===== src/rtl/sspfc_pwm_pkg.sv =====
package sspfc_pwm_pkg;

   // Gate bit positions
   localparam int unsigned GATE_HI_A  = 0;
   localparam int unsigned GATE_MID_A = 1;
   localparam int unsigned GATE_MID_B = 2;
   localparam int unsigned GATE_HI_B  = 3;
   localparam int unsigned NUM_GATES  = 4;

   // Clamp an unsigned value to a ceiling
   function automatic int unsigned clamp_u(input int unsigned v, input int unsigned lim);
      return (v > lim) ? lim : v;
   endfunction

endpackage


===== src/rtl/sspfc_ramp.sv =====
module sspfc_ramp #(
   parameter int unsigned PERIOD = 5000,
   parameter int unsigned CW     = 13,
   parameter int unsigned START  = 0
) (
   input  logic          clk,
   input  logic          rst,
   output logic [CW-1:0] cnt_o,
   output logic [CW-1:0] cnt_nxt_o
);
   localparam logic [CW-1:0] LAST  = CW'(PERIOD - 1);
   localparam logic [CW-1:0] ORIGIN = CW'(START);

   logic [CW-1:0] cnt_q;

   always_comb begin
      if (rst)
         cnt_nxt_o = ORIGIN;
      else if (cnt_q == LAST)
         cnt_nxt_o = '0;
      else
         cnt_nxt_o = cnt_q + 1'b1;
   end

   always_ff @(posedge clk)
      cnt_q <= cnt_nxt_o;

   assign cnt_o = cnt_q;
endmodule


===== src/rtl/sspfc_duty_hold.sv =====
module sspfc_duty_hold #(
   parameter int unsigned DW    = 16,
   parameter int unsigned CW    = 13,
   parameter int unsigned LIMIT = 2500
) (
   input  logic          clk,
   input  logic          rst,
   input  logic          load_i,
   input  logic [DW-1:0] duty_i,
   output logic [CW-1:0] q_o,
   output logic [CW-1:0] q_nxt_o
);
   import sspfc_pwm_pkg::*;

   logic [CW-1:0] q_r;
   logic [CW-1:0] sat;

   always_comb begin
      sat = CW'(clamp_u(32'(duty_i), LIMIT));
      if (rst)
         q_nxt_o = '0;
      else if (load_i)
         q_nxt_o = sat;
      else
         q_nxt_o = q_r;
   end

   always_ff @(posedge clk)
      q_r <= q_nxt_o;

   assign q_o = q_r;
endmodule


===== src/rtl/sspfc_cmp.sv =====
module sspfc_cmp #(
   parameter int unsigned CW = 13
) (
   input  logic [CW-1:0] duty_i,
   input  logic [CW-1:0] carrier_i,
   output logic          pulse_o
);
   assign pulse_o = (duty_i > carrier_i);
endmodule


===== src/rtl/sspfc_gate_gen.sv =====
module sspfc_gate_gen #(
   parameter int unsigned PERIOD     = 5000,
   parameter int unsigned DW         = 16,
   parameter int unsigned FIXED_DUTY = (PERIOD * 45) / 100,
   parameter int unsigned D1_CAP     = PERIOD / 2
) (
   input  logic          clk,
   input  logic          rst,
   input  logic [DW-1:0] duty_out_i,
   input  logic [DW-1:0] duty_bus_i,
   output logic [3:0]    gate_o,
   output logic          period_start_o
);
   import sspfc_pwm_pkg::*;

   localparam int unsigned CW     = $clog2(PERIOD + 1);
   localparam int unsigned HALF   = PERIOD / 2;
   localparam int unsigned NCMP   = 5;
   localparam logic [CW-1:0] TOP  = CW'(PERIOD - 1);
   localparam logic [CW-1:0] FIXV = CW'(FIXED_DUTY);

   // Elaboration-time parameter checks
   if (PERIOD < 4) begin : g_chk_period
      $error("PERIOD must be at least 4");
   end
   if (FIXED_DUTY > PERIOD) begin : g_chk_fixed
      $error("FIXED_DUTY exceeds PERIOD");
   end
   if (D1_CAP > PERIOD) begin : g_chk_cap
      $error("D1_CAP exceeds PERIOD");
   end
   if (DW < 1 || DW > 32) begin : g_chk_dw
      $error("DW must be 1..32");
   end

   // Carriers: index 0 main, index 1 offset by half a period
   logic [CW-1:0] car   [2];
   logic [CW-1:0] car_n [2];

   for (genvar p = 0; p < 2; p++) begin : g_ramp
      sspfc_ramp #(
         .PERIOD (PERIOD),
         .CW     (CW),
         .START  (p * HALF)
      ) u_ramp (
         .clk       (clk),
         .rst       (rst),
         .cnt_o     (car[p]),
         .cnt_nxt_o (car_n[p])
      );
   end

   logic          wrap_n;
   logic [CW-1:0] d1_lat, d1_n;
   logic [CW-1:0] d2_lat, d2_n;
   logic [CW-1:0] mirror_n;

   assign wrap_n   = !rst && (car_n[0] == '0);
   assign mirror_n = TOP - car_n[1];

   sspfc_duty_hold #(.DW(DW), .CW(CW), .LIMIT(D1_CAP)) u_hold_out (
      .clk     (clk),
      .rst     (rst),
      .load_i  (wrap_n),
      .duty_i  (duty_out_i),
      .q_o     (d1_lat),
      .q_nxt_o (d1_n)
   );

   sspfc_duty_hold #(.DW(DW), .CW(CW), .LIMIT(PERIOD)) u_hold_bus (
      .clk     (clk),
      .rst     (rst),
      .load_i  (wrap_n),
      .duty_i  (duty_bus_i),
      .q_o     (d2_lat),
      .q_nxt_o (d2_n)
   );

   // Comparator pairs evaluated on next-state values so gates register in step with carriers
   logic [CW-1:0] cmp_duty [NCMP];
   logic [CW-1:0] cmp_car  [NCMP];
   logic [NCMP-1:0] cmp_hit;

   always_comb begin
      cmp_duty[0] = d1_n;  cmp_car[0] = car_n[0];
      cmp_duty[1] = FIXV;  cmp_car[1] = car_n[0];
      cmp_duty[2] = FIXV;  cmp_car[2] = car_n[1];
      cmp_duty[3] = d1_n;  cmp_car[3] = car_n[1];
      cmp_duty[4] = d2_n;  cmp_car[4] = mirror_n;
   end

   for (genvar c = 0; c < NCMP; c++) begin : g_cmp
      sspfc_cmp #(.CW(CW)) u_cmp (
         .duty_i    (cmp_duty[c]),
         .carrier_i (cmp_car[c]),
         .pulse_o   (cmp_hit[c])
      );
   end

   logic [NUM_GATES-1:0] gate_n;
   always_comb begin
      gate_n             = '0;
      gate_n[GATE_HI_A]  = cmp_hit[0];
      gate_n[GATE_MID_A] = cmp_hit[1];
      gate_n[GATE_MID_B] = cmp_hit[2];
      gate_n[GATE_HI_B]  = cmp_hit[3] | cmp_hit[4];
   end

   always_ff @(posedge clk) begin
      if (rst) begin
         gate_o         <= '0;
         period_start_o <= 1'b0;
      end else begin
         gate_o         <= gate_n;
         period_start_o <= wrap_n;
      end
   end
endmodule


===== config.mk =====
export PLATFORM = sky130hd
export DESIGN_NAME = sspfc_gate_gen
export DESIGN_NICKNAME = d
export VERILOG_FILES = /design/src/rtl/sspfc_pwm_pkg.sv /design/src/rtl/sspfc_ramp.sv /design/src/rtl/sspfc_duty_hold.sv /design/src/rtl/sspfc_cmp.sv /design/src/rtl/sspfc_gate_gen.sv
export SDC_FILE = /design/constraint.sdc
export NUM_CORES = 1
export LEC_CHECK = 0
export BUFFER_PORTS_ARGS = -buffer_cell sky130_fd_sc_hd__buf_2
export CAP_MARGIN = 0
export CORE_MARGIN = 1
export CORE_UTILIZATION = 29
export CTS_CLUSTER_DIAMETER = 100
export DETAILED_ROUTE_END_ITERATION = 16
export PLACE_DENSITY_LB_ADDON = 0.12
export SYNTH_ARGS = -nofsm -noshare
export SYNTH_HDL_FRONTEND = slang
export SYNTH_SLANG_ARGS = --single-unit

===== constraint.sdc =====
create_clock -name clk -period 3.8 [get_ports clk]
set_input_delay 0.19 -clock clk [delete_from_list [all_inputs] [get_ports clk]]
set_output_delay 0.19 -clock clk [all_outputs]
set_load 0.005 [all_outputs]

Word-level counts from Yosys, hierarchy flattened

Index checks and enable logic that the tools add are counted.

Bits in registers: 57
Input bits: 34
Output and inout port bits: 5
Logic and storage cells: 32

Add/sub/neg operators: 3
Order comparisons: 7
Eq/ne operators: 2
Muxes and demuxes: 10
Bitwise operators: 1
Reductions and logical operators: 3

Operators with widths:

| kind                     | count |
|---|---|
| $mux W13                 | 10 |
| $gt A13 B13 Y1           | 3 |
| $add A13 B1 Y13 const B  | 2 |
| $eq A13 B13 Y1 const B   | 2 |
| $gt A12 B13 Y1 const A   | 2 |
| $gt A16 B12 Y1 const B   | 1 |
| $gt A16 B13 Y1 const B   | 1 |
| $logic_not A13 Y1        | 1 |
| $sub A13 B13 Y13 const A | 1 |
| $logic_and A1 B1 Y1      | 1 |
| $logic_not A1 Y1         | 1 |
| $or A1 B1 Y1             | 1 |

Depth between registers and ports, before layout

Gate-level depths: netlist of the first run.

Depth in word-level cells: 9
Mapped depth: 17

By module

From an unflattened synthesis of the first run, not the netlist that was laid out.

Cells, all modules: 529
Area total of the unflattened synthesis: 4,355.4 µm²

Modules (own cells, without submodules):

| module                        | instances | cells an instance | area each (µm²) | sequential area each (µm²) |
|---|---|---|---|---|
| sspfc_cmp                     | 5         | 47                | 330.3           | 0.0 |
| sspfc_duty_hold (u_hold_bus)  | 1         | 68                | 630.6           | 260.2 |
| sspfc_ramp (g_ramp[1].u_ramp) | 1         | 63                | 589.3           | 260.2 |
| sspfc_ramp (g_ramp[0].u_ramp) | 1         | 62                | 583.1           | 260.2 |
| sspfc_duty_hold (u_hold_out)  | 1         | 58                | 563.0           | 260.2 |
| sspfc_gate_gen                | 1         | 43                | 337.8           | 100.1 |

Worst setup path after synthesis of the first run

OpenSTA, ideal clock, no wires.

Kind: register to register
Start: reg g_ramp[0].u_ramp.cnt_q[0]
End: reg gate_o[0]
Library setup time: 0.134 ns
Arrival: 3.638 ns
Required time: 3.666 ns
Path slack: 0.028 ns
Cell stages (with the launch flop): 16
Period minus slack after synthesis: 3.772 ns
Cells stage by stage: dfxtp_1 -> ha_1 -> nand3_1 -> o31a_1 -> or4b_4 -> a2111oi_4 -> a21o_1 -> buf_6 -> buf_12 -> mux2i_1 -> ha_1 -> and4_1 -> a2111oi_0 -> nand2_1 -> o2111ai_1 -> a211oi_1

Cells in the longest elaborated chain, start to end: 8
Elaborated cells on any way between the ends: 9
Classes of those cells: add/sub: 1; order compare: 1; eq/ne: 1; mux: 4; reduce/logical: 2

RTL lines:

| item                                                     | line                               | RTL |
|---|---|---|
| start: declaration                                       | sspfc_ramp.sv:14                   | `logic [CW-1:0] cnt_q;` |
| start signal: assignment                                 | sspfc_ramp.sv:26                   | `cnt_q <= cnt_nxt_o;` |
| $add A13 B1 Y13 / $eq A13 B13 Y1 (equally long branches) | sspfc_ramp.sv:22, sspfc_ramp.sv:19 |  |
| $mux W13 (*)                                             | sspfc_ramp.sv:19                   | `else if (cnt_q == LAST)` |
| $mux W13 (*)                                             | sspfc_ramp.sv:17                   | `if (rst)` |
| $logic_not A13 Y1 (*)                                    | sspfc_gate_gen.sv:58               | `assign wrap_n = !rst && (car_n[0] == '0);` |
| $logic_and A1 B1 Y1 (*)                                  | sspfc_gate_gen.sv:58               |  |
| $mux W13 (*)                                             | sspfc_duty_hold.sv:22              | `else if (load_i)` |
| $mux W13 (*)                                             | sspfc_duty_hold.sv:20              | `if (rst)` |
| via d1_n[5]                                              | sspfc_gate_gen.sv:54               | `logic [CW-1:0] d1_lat, d1_n;` |
| $gt A13 B13 Y1 (*)                                       | sspfc_cmp.sv:8                     | `assign pulse_o = (duty_i > carrier_i);` |
| end signal: assignment                                   | sspfc_gate_gen.sv:114              | `gate_o <= gate_n;` |
| end: declaration                                         | sspfc_gate_gen.sv:11               | `output logic [3:0] gate_o,` |

Mark *: on every way through the listed nets, which the timed path passes. The rest lies on a longest branch.
A chain may end at the register's enable or synchronous reset.

Worst setup path in the final report of the first run

Start: reg g_ramp[0].u_ramp.cnt_q[1]
End: reg gate_o[0]

The elaborated chain is that of the path after synthesis.

==> results.ini, run 1 <==
[clocking]
cts_max_level = 3
cts_tree = done
clock_latency_ns = 0.34
clock-sinks = 57
cts_buffer_depth = 2
clkTransAtPathRegs_ns = 0.06
hold_buffers = 0
cts-root-buf = clkbuf_16
cts_buffers = 9

[setup_path]
criticalPathCategory = reg2reg
r2r_setup_slack_ns = 0.12
worstPathArrival_ns = 3.89
r2r-start = g_ramp[0].u_ramp.cnt_o[1]
cp.required_ns = 4.01
r2r-end = gate_o[0]
cp-end-kind = flop
path_max_fanout = 8
start_kind = flop
reg2reg_depth = 17

[synth]
synth_area_leaders = dfxtp_1, ha_1, inv_1
synth.yosys.seq_area_share_pct = 28.34
synth_cells = 483
synth_edf_count = 0
ys_seq_elements = 57
avgSynthCellArea_um2 = 8.336
synth_ff_type = dfxtp_1
synth_cell_type_count = 60
yosysTopAreaCell = dfxtp_1
synth_area_mm2 = 0.004026
syn-num-nets = 560
yosysTopAreaCellShare_pct = 28.34
ys_warn_count = 0
async_flop_share_pct = 0

[sta]
finalMaxSlewViolations = 0
hold_violations = 0
tightestPinTransition_ns = 0.9506
setup_viol = 0
period_share_pct = 96.84
rsz0062_at_grt = yes
period_minus_slack_ns = 3.680
clock_skew_ns = 0.009599
max-slew-margin-rel_pct = 35.79
max_freq_ghz = 0.2717

[routing]
ant_nets = 0
drt_drc_violations_left = 0
dr.first_iter.drc_count = 264
dr.pass1.iters = 4
vias = 3795
avgViaCountPerCell = 5.026
finalWirelength_um = 12330
drt-wirelength-per-cell_um = 16.32

[die]
dieArea_mm2 = 0.01436
rows = 42
initial_core_util_pct = 30.05
design.core.area_mm2 = 0.01340
ios = 39
die_w_um = 119.8
die_y_um = 119.8

[grt]
grt_pass1_wl_um = 19290
grt_overflow = 0
grt_pass1_vias = 3645
grt_start_max_net_pins = 25
antenna_found_initial = 0
grt_usage_pct = 17.61

[worst_hold_path]
min_from = duty_bus_i[2]
hold_depth = 3
hold_path.class = in2reg
hold_end = u_hold_bus.q_o[2]

[final_layout]
syn_to_final_growth_pct = 31.42
diodes = 0
layout-drive-gt1-share_pct = 25.91
fin_cells = 755
final_common_cell = buf_4
nNetsFinal = 651
final_cell_mix = buf_4, dfxtp_1, inv_1
finish.instance_area_mm2 = 0.005291

[power_and_ir_drop]
p_per_area_mw_per_mm2 = 317.0
ir_worst_vdd_mv = 0.1844
power_leakage_nw = 2.341

[place]
hpwlAfterDp_um = 9468
portBuffers = 38
dpl_cell_area_mm2 = 0.004743
gp_congestion = 0.8543
dp_cells = 731

[outcome]
status = finished, final reports clean

[flow_run]
maxCapViolCount = 0

per-layer routing:
| layer | up-vias | global-route usage [%] | share of wire (%) |
|---|---|---|---|
| met4 | 0 | 6.875 | 1.4 |
| li1 | 1925 | - | - |
| met3 | 15 | 3.184 | 5.1 |
| met2 | 101 | 25.87 | 44 |
| met1 | 1754 | 25.22 | 50 |
| met5 | - | 0 | 0 |
logic make-up (layout without fill, tap and decap cells):
group	after synthesis	in the layout	synth area share, %
simple gates	159	159	21.01
fa+ha+maj	43	43	13.36
mux	19	19	4.848
flops	57	57	28.34
buf+inv	71	167	7.613
xor+xnor	28	28	6.091
compound gates	106	106	18.74
final cells by class:
type / instances / area, µm²
clock inverters: 7 / 46.29
fillers: 1382 / 8109
well taps: 176 / 220.2
inverters: 50 / 187.7
multi-input cells: 355 / 2755
repair buffers: 101 / 713.2
flip-flops and latches: 57 / 1144
clock buffers: 9 / 225.2
synthesized netlist by cell type (7+ instances only):
cell and count:
nor2_1 27, nand4_1 12, nand2b_1 12, mux2i_1 15
a21o_1 8, o21ai_0 21, nand3_1 17, a211oi_1 17
ha_1 43, xnor2_1 21, a21oi_1 17, nor3_1 13
nand2_1 37, clkbuf_1 13, xor2_1 7, dfxtp_1 57
inv_1 50
critical path: stages, from the launching register on:
cell,delay (ns)
dfxtp_2,0.35
ha_4,0.17
nand3_2,0.08
o31a_1,0.30
or4b_4,0.55
a2111oi_4,0.19
buf_4,0.19
a21o_4,0.17
buf_12,0.15
mux2i_1,0.18
buf_4,0.15
ha_1,0.24
nor2b_1,0.14
o21a_1,0.17
o21ai_2,0.14
a21oi_2,0.08
o2111ai_2,0.21
a211oi_2,0.09
power by group:
part	internal, W	switching, W
Clock	0.000439	0.000311
Combinational	0.000147	0.000147
Sequential	0.000620	0.0000128
per-stage QoR:
step           util (%)  worst slack, ns  power [W]  setup TNS [ns]  hold slack (ns)
5_1_grt           39.49         -0.07405   0.001750         -0.1085           0.1710
6_report          39.49           0.1201   0.001677               0           0.1627
3_3_place_gp      35.40          -0.1231  0.0008893         -0.2268           0.4506
4_1_cts           37.70         0.002008   0.001646               0           0.1454
2_1_floorplan         -          0.02810  0.0007899               0           0.3590
3_5_place_dp      35.40          -0.2878  0.0008910         -0.4977           0.4619
worst max-delay path by stage:
stage                              start   endpoint  slack [ns]  depth (start not counted)
2_1_floorplan  g_ramp[0].u_ramp.cnt_o[0]  gate_o[0]        0.03                         15
3_3_place_gp   g_ramp[0].u_ramp.cnt_o[0]  gate_o[0]       -0.12                         17
3_5_place_dp   g_ramp[0].u_ramp.cnt_o[0]  gate_o[3]       -0.29                         13
4_1_cts        g_ramp[0].u_ramp.cnt_o[0]  gate_o[0]       0.002                         16
5_1_grt        g_ramp[0].u_ramp.cnt_o[1]  gate_o[0]       -0.07                         16
6_report       g_ramp[0].u_ramp.cnt_o[1]  gate_o[0]        0.12                         17
timing repair:
item / 4_1_cts / 5_1_grt
buffers inserted: 2 / 5
endpoints found under the setup margin: 2 / 2
cloned: 0 / 1
pin swaps: 2 / 10
gates resized for setup: 8 / 37
state kept, by name, summed over array words and instances (netlist names):
name,cells
u_hold_out.q_o,13
gate_o,4
period_start_o,1
u_hold_bus.q_o,13
g_ramp.u_ramp.cnt_o,26
No activity file was read; power rests on OpenSTA's default activity.
==> run 2, diff against run 1 <==
CAP_MARGIN = 20   (was 0)
CORE_MARGIN = 8   (was 1)
==> results.ini, run 2 (synthesis results as in run 1) <==
[outcome]
status = finished, final reports clean

[die]
dieArea_mm2 = 0.01791  ; +25%
design.core.area_mm2 = 0.01372  ; +2.4%
rows = 43  ; +2.4%
initial_core_util_pct = 29.35  ; -0.70 points
die_w_um = 133.8  ; +12%
die_y_um = 133.8  ; +12%
ios = 39  ; unchanged

[sta]
finalWorstSetupSlack_ns = 0.007518  ; -0.1125 ns
period_share_pct = 99.80  ; +3.0 points
rsz0062_at_grt = yes
max_freq_ghz = 0.2637  ; -3.0%
hold_violations = 0  ; unchanged
period_minus_slack_ns = 3.792  ; +0.1125 ns
setup_viol = 0  ; unchanged
clock_skew_ns = 0.005163  ; -0.004436 ns
tightestPinTransition_ns = 0.6393  ; -0.3113 ns
max-slew-margin-rel_pct = 57.09  ; +21 points
finalMaxSlewViolations = 0  ; unchanged

[grt]
grt_overflow = 0  ; unchanged
grt_usage_pct = 14.26  ; -3.3 points
grt_start_max_net_pins = 26  ; +4.0%
grt_pass1_wl_um = 20100  ; +4.2%
antenna_found_initial = 0  ; unchanged
grt_pass1_vias = 3842  ; +5.4%

[worst_hold_path]
min_from = duty_bus_i[10]
hold_depth = 3  ; unchanged
hold_end = u_hold_bus.q_o[10]
hold_path.class = in2reg

[final_layout]
final_cell_mix = buf_4, dfxtp_1, inv_1
diodes = 0  ; unchanged
largest_reg_flops = 26  ; unchanged
fin_cells = 758  ; +0.40%
final_common_cell = buf_4
nNetsFinal = 651  ; unchanged
layout-drive-gt1-share_pct = 27.51  ; +1.6 points
fin_util_pct = 39.27  ; -0.22 points
syn_to_final_growth_pct = 33.81

[clocking]
cts_buffers = 9  ; unchanged
cts_max_level = 3  ; unchanged
clock-sinks = 57  ; unchanged
clkTransAtPathRegs_ns = 0.05  ; about the same
cts_buffer_depth = 2  ; unchanged
cts-root-buf = clkbuf_16
hold_buffers = 0  ; unchanged
cts_tree = done
clock_latency_ns = 0.32  ; -0.02 ns

[routing]
drt-wirelength-per-cell_um = 16.64  ; +1.9%
vias = 3792  ; -0.079%
ant_nets = 0  ; unchanged
highest_layer = met4
avgViaCountPerCell = 5.003  ; -0.47%
dr.pass1.iters = 4  ; unchanged
wl_met1_um = 6004  ; -2.5%
drt_drc_violations_left = 0  ; unchanged
met3WireLength_um = 476  ; -24%
wl_met2_um = 5974  ; +11%
dr.first_iter.drc_count = 168  ; -36%
finalWirelength_um = 12610  ; +2.3%

[setup_path]
criticalPathCategory = reg2reg
cp-end-kind = flop
start_kind = flop
r2r-start = g_ramp[0].u_ramp.cnt_o[1]
cp.required_ns = 4.00  ; about the same
r2r-end = gate_o[0]
reg2reg_depth = 16  ; -1
r2r_setup_slack_ns = 0.008  ; -0.11 ns
worstPathArrival_ns = 3.99  ; +0.10 ns
path_max_fanout = 8  ; unchanged

[flow_run]
maxCapViolCount = 0  ; unchanged

[power_and_ir_drop]
ir_worst_vdd_mv = 0.1792  ; -2.8%
p_per_area_mw_per_mm2 = 338.3  ; +6.7%
power_leakage_nw = 2.379  ; +1.6%

[place]
place_ws_ns = -0.2302  ; +0.05755 ns
portBuffers = 38  ; unchanged
hpwlAfterDp_um = 9799  ; +3.5%
dp_cells = 736  ; +0.68%
gp_congestion = 0.8160  ; -4.5%

[run 2: worst max path at each step]
stage,startpoint,endpoint,cells after the start
5_1_grt,g_ramp[0].u_ramp.cnt_o[1],gate_o[0],15
6_report,g_ramp[0].u_ramp.cnt_o[1],gate_o[0],16
3_5_place_dp,g_ramp[0].u_ramp.cnt_o[1],gate_o[3],15
2_1_floorplan,g_ramp[0].u_ramp.cnt_o[0],gate_o[0],15
4_1_cts,g_ramp[0].u_ramp.cnt_o[1],gate_o[0],14
3_3_place_gp,g_ramp[0].u_ramp.cnt_o[0],gate_o[3],14
[run 2: repair_timing]
item	in CTS	in global routing
pin swaps	2	18
gates resized for setup	12	40
cloned	1	0
setup buffers	1	6
endpoints found under the setup margin	2	2
[run 2: final cells by class]
class                      count  area (µm²)
sequential                    57        1145
clock buffer                  13       270.3
timing repair buffer         101       688.2
multi-input combinational    355        2811
tap                          180       225.2
inverter                      50       187.7
fill                        1394        8332
clock inverter                 2       60.06
[run 2: critical path: stages, from the launching register on]
cell	delay, ns
dfxtp_2	0.35
ha_4	0.16
nand3_2	0.07
o31a_1	0.30
or4b_4	0.50
a2111oi_4	0.38
buf_4	0.20
a21o_4	0.17
buf_12	0.16
mux2i_4	0.33
ha_4	0.25
nor2b_4	0.12
o21a_1	0.16
o21ai_1	0.11
a21oi_1	0.10
o2111ai_2	0.23
a211oi_2	0.09
[run 2: layer usage]
metal / vias to the layer above / global-route usage, %
li1: 1931 / -
met1: 1770 / 17.81
met2: 77 / 23.49
met3: 14 / 3.702
met4: 0 / 4.429
met5: - / 0
[run 2: per-stage QoR]
step / power [W] / hold slack, ns / setup TNS [ns] / instance area (µm²)
after floorplan: 0.0007899 / 0.3590 / 0 / 4026
after global placement: 0.0008862 / 0.4515 / -0.2040 / 4756
after detailed placement: 0.0008886 / 0.4586 / -0.4501 / 4756
after CTS: 0.001811 / 0.1515 / 0 / 5176
after global routing: 0.001909 / 0.1670 / -0.1745 / 5388
final: 0.001823 / 0.1600 / 0 / 5388
[run 2: power by group]
part           total, W  internal (W)  switching, W
combinational  0.000299      0.000146      0.000153
sequential     0.000634      0.000621     0.0000126
clock          0.000890      0.000623      0.000267
